$ cat src/rtl/rev_pkg.sv
package rev_pkg;

  typedef enum logic [1:0] {
    CAUSE_NONE    = 2'd0,
    CAUSE_INDEX   = 2'd1,
    CAUSE_OVERRUN = 2'd2
  } err_cause_e;

  // Pulses in one full revolution for a counter of width w.
  function automatic int unsigned rev_span(input int unsigned w);
    return 32'd1 << (w - 1);
  endfunction

endpackage

$ cat src/rtl/rev_check.sv
module rev_check #(
  parameter int CNT_W = 23
) (
  input  logic             clk,
  input  logic             rst_n,
  input  logic             idx_i,
  input  logic             aligned_i,
  input  logic [CNT_W-1:0] cnt_i,
  input  logic             pass_over_i,
  output logic             err_evt_o,
  output logic [CNT_W-1:0] snap_o
);
  import rev_pkg::*;

  localparam logic [CNT_W-1:0] TARGET = CNT_W'(rev_span(CNT_W));
  localparam logic [CNT_W-1:0] OVER   = TARGET + 1'b1;

  logic       ovr_seen;
  err_cause_e cause;

  always_ff @(posedge clk) begin
    if (!rst_n)           ovr_seen <= 1'b0;
    else if (idx_i)       ovr_seen <= 1'b0;
    else if (pass_over_i) ovr_seen <= 1'b1;
  end

  always_comb begin
    cause = CAUSE_NONE;
    if (pass_over_i && !ovr_seen)
      cause = CAUSE_OVERRUN;
    else if (idx_i && aligned_i && !ovr_seen && (cnt_i != TARGET))
      cause = CAUSE_INDEX;
  end

  assign err_evt_o = (cause != CAUSE_NONE);
  assign snap_o    = (cause == CAUSE_OVERRUN) ? OVER : cnt_i;

endmodule

$ cat config.mk
export PLATFORM = sky130hd
export DESIGN_NAME = rev_check
export DESIGN_NICKNAME = d
export VERILOG_FILES = /design/src/rtl/rev_pkg.sv /design/src/rtl/rev_check.sv
export SDC_FILE = /design/constraint.sdc
export NUM_CORES = 1
export LEC_CHECK = 0
export BUFFER_PORTS_ARGS = -buffer_cell sky130_fd_sc_hd__buf_4
export CORE_AREA = 2 2 39 41
export DETAILED_ROUTE_END_ITERATION = 16
export DIE_AREA = 0 0 41 43
export HOLD_SLACK_MARGIN = 0.1
export PLACE_DENSITY = 0.66
export SYNTH_ARGS = -nofsm -noshare
export SYNTH_HDL_FRONTEND = slang
export SYNTH_SLANG_ARGS = --single-unit
$ cat constraint.sdc
create_clock -name clk -period 1.8 [get_ports clk]
set_clock_uncertainty 0.1 [all_clocks]
set_input_delay 0.45 -clock clk [delete_from_list [all_inputs] [get_ports clk]]
set_output_delay 0.45 -clock clk [all_outputs]
set_load 0.005 [all_outputs]
# After elaboration in Yosys (flattened, before gate mapping)
# Cells that the tools add are included.
[totals]
ff_bits = 1
input_bits = 28
out_inout_bits = 24
wordCells = 14
[classes]
eq_ne = 2
mux = 3
bitwise = 1
reduce_logical = 7
[op_table]
columns = ["operator", "count"]
rows = [
  ["2-to-1 mux 23 bit", 1],
  ["!= test 23 bit (second input constant)", 1],
  ["logical AND 1 bit", 4],
  ["equality test 2 bit (second input constant)", 1],
  ["2-to-1 mux 2 bit", 1],
  ["nonzero test 2 bit", 1],
  ["OR reduction 2 bit", 1],
  ["logical NOT 1 bit", 1],
  ["2-to-1 mux 1 bit", 1],
  ["inverter 1 bit", 1],
]

# Longest topological paths before layout
[logic_depth]
depth_word = 7
mapped_depth = 3
ltp_nobuf = 3

# Least setup slack after synthesis
# No wires, ideal clock.
[synth_path]
path_kind = "input port to output port"
start = "in cnt_i[18]"
end = "out err_evt_o"
arrival_ns = 1.003
required_time_ns = 1.250
setup_slack_ns = 0.247
cell_stages = 3
path_buffers = 0
path_cell_list = "nor4b_1 and4_1 a311oi_2"
[synth_between]
elab_chain_len = 5
[synth_lines]
columns = ["item", "line_no", "rtl"]
rows = [
  ["start: declaration", "rev_check.sv:8", "input logic [CNT_W-1:0] cnt_i,"],
  ["!= test 23 bit", "rev_check.sv:31", "else if (idx_i && aligned_i && !ovr_seen && (cnt_i != TARGET))"],
  ["logical AND 1 bit", "rev_check.sv:31", ""],
  ["2-to-1 mux 1 bit", "rev_check.sv:31", ""],
  ["2-to-1 mux 2 bit", "rev_check.sv:29", "if (pass_over_i && !ovr_seen)"],
  ["nonzero test 2 bit", "rev_check.sv:35", "assign err_evt_o = (cause != CAUSE_NONE);"],
  ["end: declaration", "rev_check.sv:10", "output logic err_evt_o,"],
]
# Every way passes these cells.

# Worst setup path in the final report
[layout_path]
start = "in cnt_i[19]"
end = "out err_evt_o"
# Same word-level chain as after synthesis.

==> flow_metrics.py <==
metrics = {
    "run_status": {
        "outcome": "complete, but fails checks",
        "violations": "setup timing",
    },
    "global_routing": {
        "grt_util_all_layers_pct": 13.19,
        "grt_start_max_net_pins": 24,
        "grt_antenna_before_repair": 0,
        "grt_pass1_vias": 468,
        "grt_pass1_wl_um": 1752,
        "overflow": 0,
    },
    "yosys": {
        "syn_area_um2": 260.3,
        "synth_area_per_cell_um2": 6.849,
        "postSynthCellCount": 38,
        "synth_nets": 66,
        "ys_seq_elements": 1,
        "yosys_warnings": 0,
        "yosysSeqAreaShare_pct": 7.692,
        "yosysUniqueCellTypes": 12,
    },
    "worst_setup_path": {
        "reg2reg_depth": 2,
        "rrSetupSlack_ns": 1.04,
        "cp_cell_sequence": "buf_4 -> nor4_2 -> and4_1 -> a311oi_2 -> buf_4",
        "cp-end-kind": "primary output",
        "cp_data_required_time_ns": 1.25,
        "reg2reg_to": "ovr_seen",
        "worstPathMaxFanout": 2,
        "start_kind": "input port",
        "crit_arrival_ns": 1.26,
        "cp_slowest_cell": "nor4_2",
        "r2r-start": "ovr_seen",
        "cp_top_family": "simple AND/OR/NAND/NOR gates",
        "crit_path_max_incr_delay_ns": 0.23,
        "crit_type": "input port to primary output",
        "path_common_cell": "buf_4",
        "crit_buf_inv": 2,
    },
    "timing": {
        "setup_viol_count_final": 1,
        "fin_crit_ns": 1.815,
        "hold_violations": 0,
        "tightest_slew_ns": 0.3308,
        "max_clock_freq_mhz": 551.0,
        "rsz0062_at_grt": "yes",
        "fin_tns_setup_ns": -0.01474,
        "slew_headroom_pct": 77.75,
        "slew_violations": 0,
        "fin_crit_sh_pct": 100.8,
        "final.setup.worst_slack_ns": -0.01474,
    },
    "power": {
        "p_int_mw": 0.1331,
        "p_comb_share_pct": 87.0,
        "seqPwrFrac_pct": 13.0,
        "p_clk_share_pct": 0,
        "cellLeakagePower_nw": 0.3641,
        "cellPowerDensity_mw_per_mm2": 253.6,
        "power.share.switching_pct": 29.97,
        "switchingPower_mw": 0.05697,
        "peakVddDrop_mv": 0.1045,
    },
    "final_layout": {
        "largest_register": "ovr_seen",
        "largest_reg_flops": 1,
        "nNetsFinal": 118,
        "syn_to_final_growth_pct": 188.0,
        "antenna_cells": 0,
        "layout_commonest_cell": "buf_4",
        "final_cell_mix": "buf_4, and2_1, buf_6",
        "fin_area_um2": 749.5,
        "largest_registers": "ovr_seen: 1 flops",
        "drive_gt1_share_pct": 65.91,
        "fill_cells": 153,
    },
    "detailed_routing": {
        "vias_per_cell": 4.288,
        "first_iter_violations": 0,
        "dr_total_vias": 446,
        "finalWirelength_um": 1095,
        "ant_nets": 0,
        "first_pass_iters": 1,
        "routedWlPerCell_um": 10.53,
        "drc": 0,
    },
    "floorplan": {
        "die_x_um": 41,
        "fp.coreArea_mm2": 0.001384,
        "die_h_um": 43,
        "initial_core_util_pct": 18.81,
        "rows": 14,
        "boundaryPins": 52,
        "die_area_mm2": 0.001763,
    },
    "place": {
        "port_buffers": 51,
        "placed_cell_area_um2": 663.1,
        "hpwl_um": 910.5,
        "gp_congestion": 0.6129,
    },
    "clocking": {
        "clk_latency_ns": 0,
        "clkTransAtPathRegs_ns": 0,
        "holdBufCountCts": 0,
        "post_cts_buffers": 0,
    },
    "hold_path": {
        "min_from": "ovr_seen",
        "hold_path.class": "flop to flop",
        "holdPathStages": 2,
        "holdPathEnd": "ovr_seen",
    },
    "run": {
        "drv_cap": 0,
    },
}
per-layer routing:
metal	track usage (%)	up-vias	share of wire, %
met5	0	-	0
met4	0	0	0
met3	0	0	10
met2	26.88	26	55
met1	14.56	188	34
li1	-	232	-
final cells by class:
type / count / area (µm²) / share of cell area (%)
Multi-Input combinational cell: 35 / 289.0 / 38.56
Sequential cell: 1 / 20.02 / 2.671
Tap cell: 16 / 20.02 / 2.671
Timing Repair Buffer: 52 / 420.4 / 56.09
worst max-delay path by stage:
stage	start	endpoint	slack [ns]	depth (start not counted)
after global placement	pass_over_i	err_evt_o	-0.14	5
final	cnt_i[19]	err_evt_o	-0.01	5
after CTS	cnt_i[5]	err_evt_o	-0.05	5
after detailed placement	cnt_i[18]	err_evt_o	-0.11	5
after floorplan	cnt_i[18]	err_evt_o	0.25	3
after global routing	pass_over_i	err_evt_o	-0.07	5
power by group through the flow:
| stage | Clock, mW | Combinational, mW | Sequential [mW] |
|---|---|---|---|
| final | 0 | 0.165 | 0.0247 |
| after global routing | 0 | 0.181 | 0.0249 |
| after CTS | 0 | 0.165 | 0.0247 |
| after detailed placement | 0 | 0.149 | 0.0246 |
| after global placement | 0 | 0.147 | 0.0247 |
| after floorplan | 0 | 0.0430 | 0.0244 |
stage by stage:
step                      power [mW]  hold slack, ns  utilization [%]  setup WS [ns]  cells
after floorplan              0.06741          0.3899                -         0.2465     38
after global placement        0.1713          0.4190            47.92        -0.1355    104
after detailed placement      0.1732          0.4279            47.92        -0.1088    104
after CTS                     0.1893          0.4336            53.25       -0.05250    104
after global routing          0.2061          0.4822            54.16       -0.07236    104
final                         0.1901          0.4227            54.16       -0.01474    104
cell usage after synthesis:
library cell,number,area (µm²)
nor2_1,1,3.750
and4_1,1,8.760
a21oi_1,1,5.000
clkbuf_1,2,7.510
nor4b_1,1,8.760
dfxtp_1,1,20.02
nand2b_2,1,8.760
a311oi_2,1,15.01
nand2b_1,2,12.51
nor3b_1,1,7.510
nor4_1,5,31.28
and2_1,21,131.4
tightest hold or removal path, delay by kind of cell, from the launching register on:
family        cells  cell delay [ns]
flops             1             0.31
simple gates      2             0.16
what timing repair did:
| action | 4_1_cts | 5_1_grt |
|---|---|---|
| resized for setup | 14 | 2 |
| endpoints found under the setup margin | 3 | 1 |
| pin swaps | 6 | 3 |
cells by family after synthesis:
logic type,count (synthesis),synth area share (%)
AO/OA/AOI/OAI,2,7.689
buffers and inverters,2,2.886
flip-flops,1,7.693
AND/OR/NAND/NOR,33,81.73
Note: power is estimated with default switching activity, not from simulation.
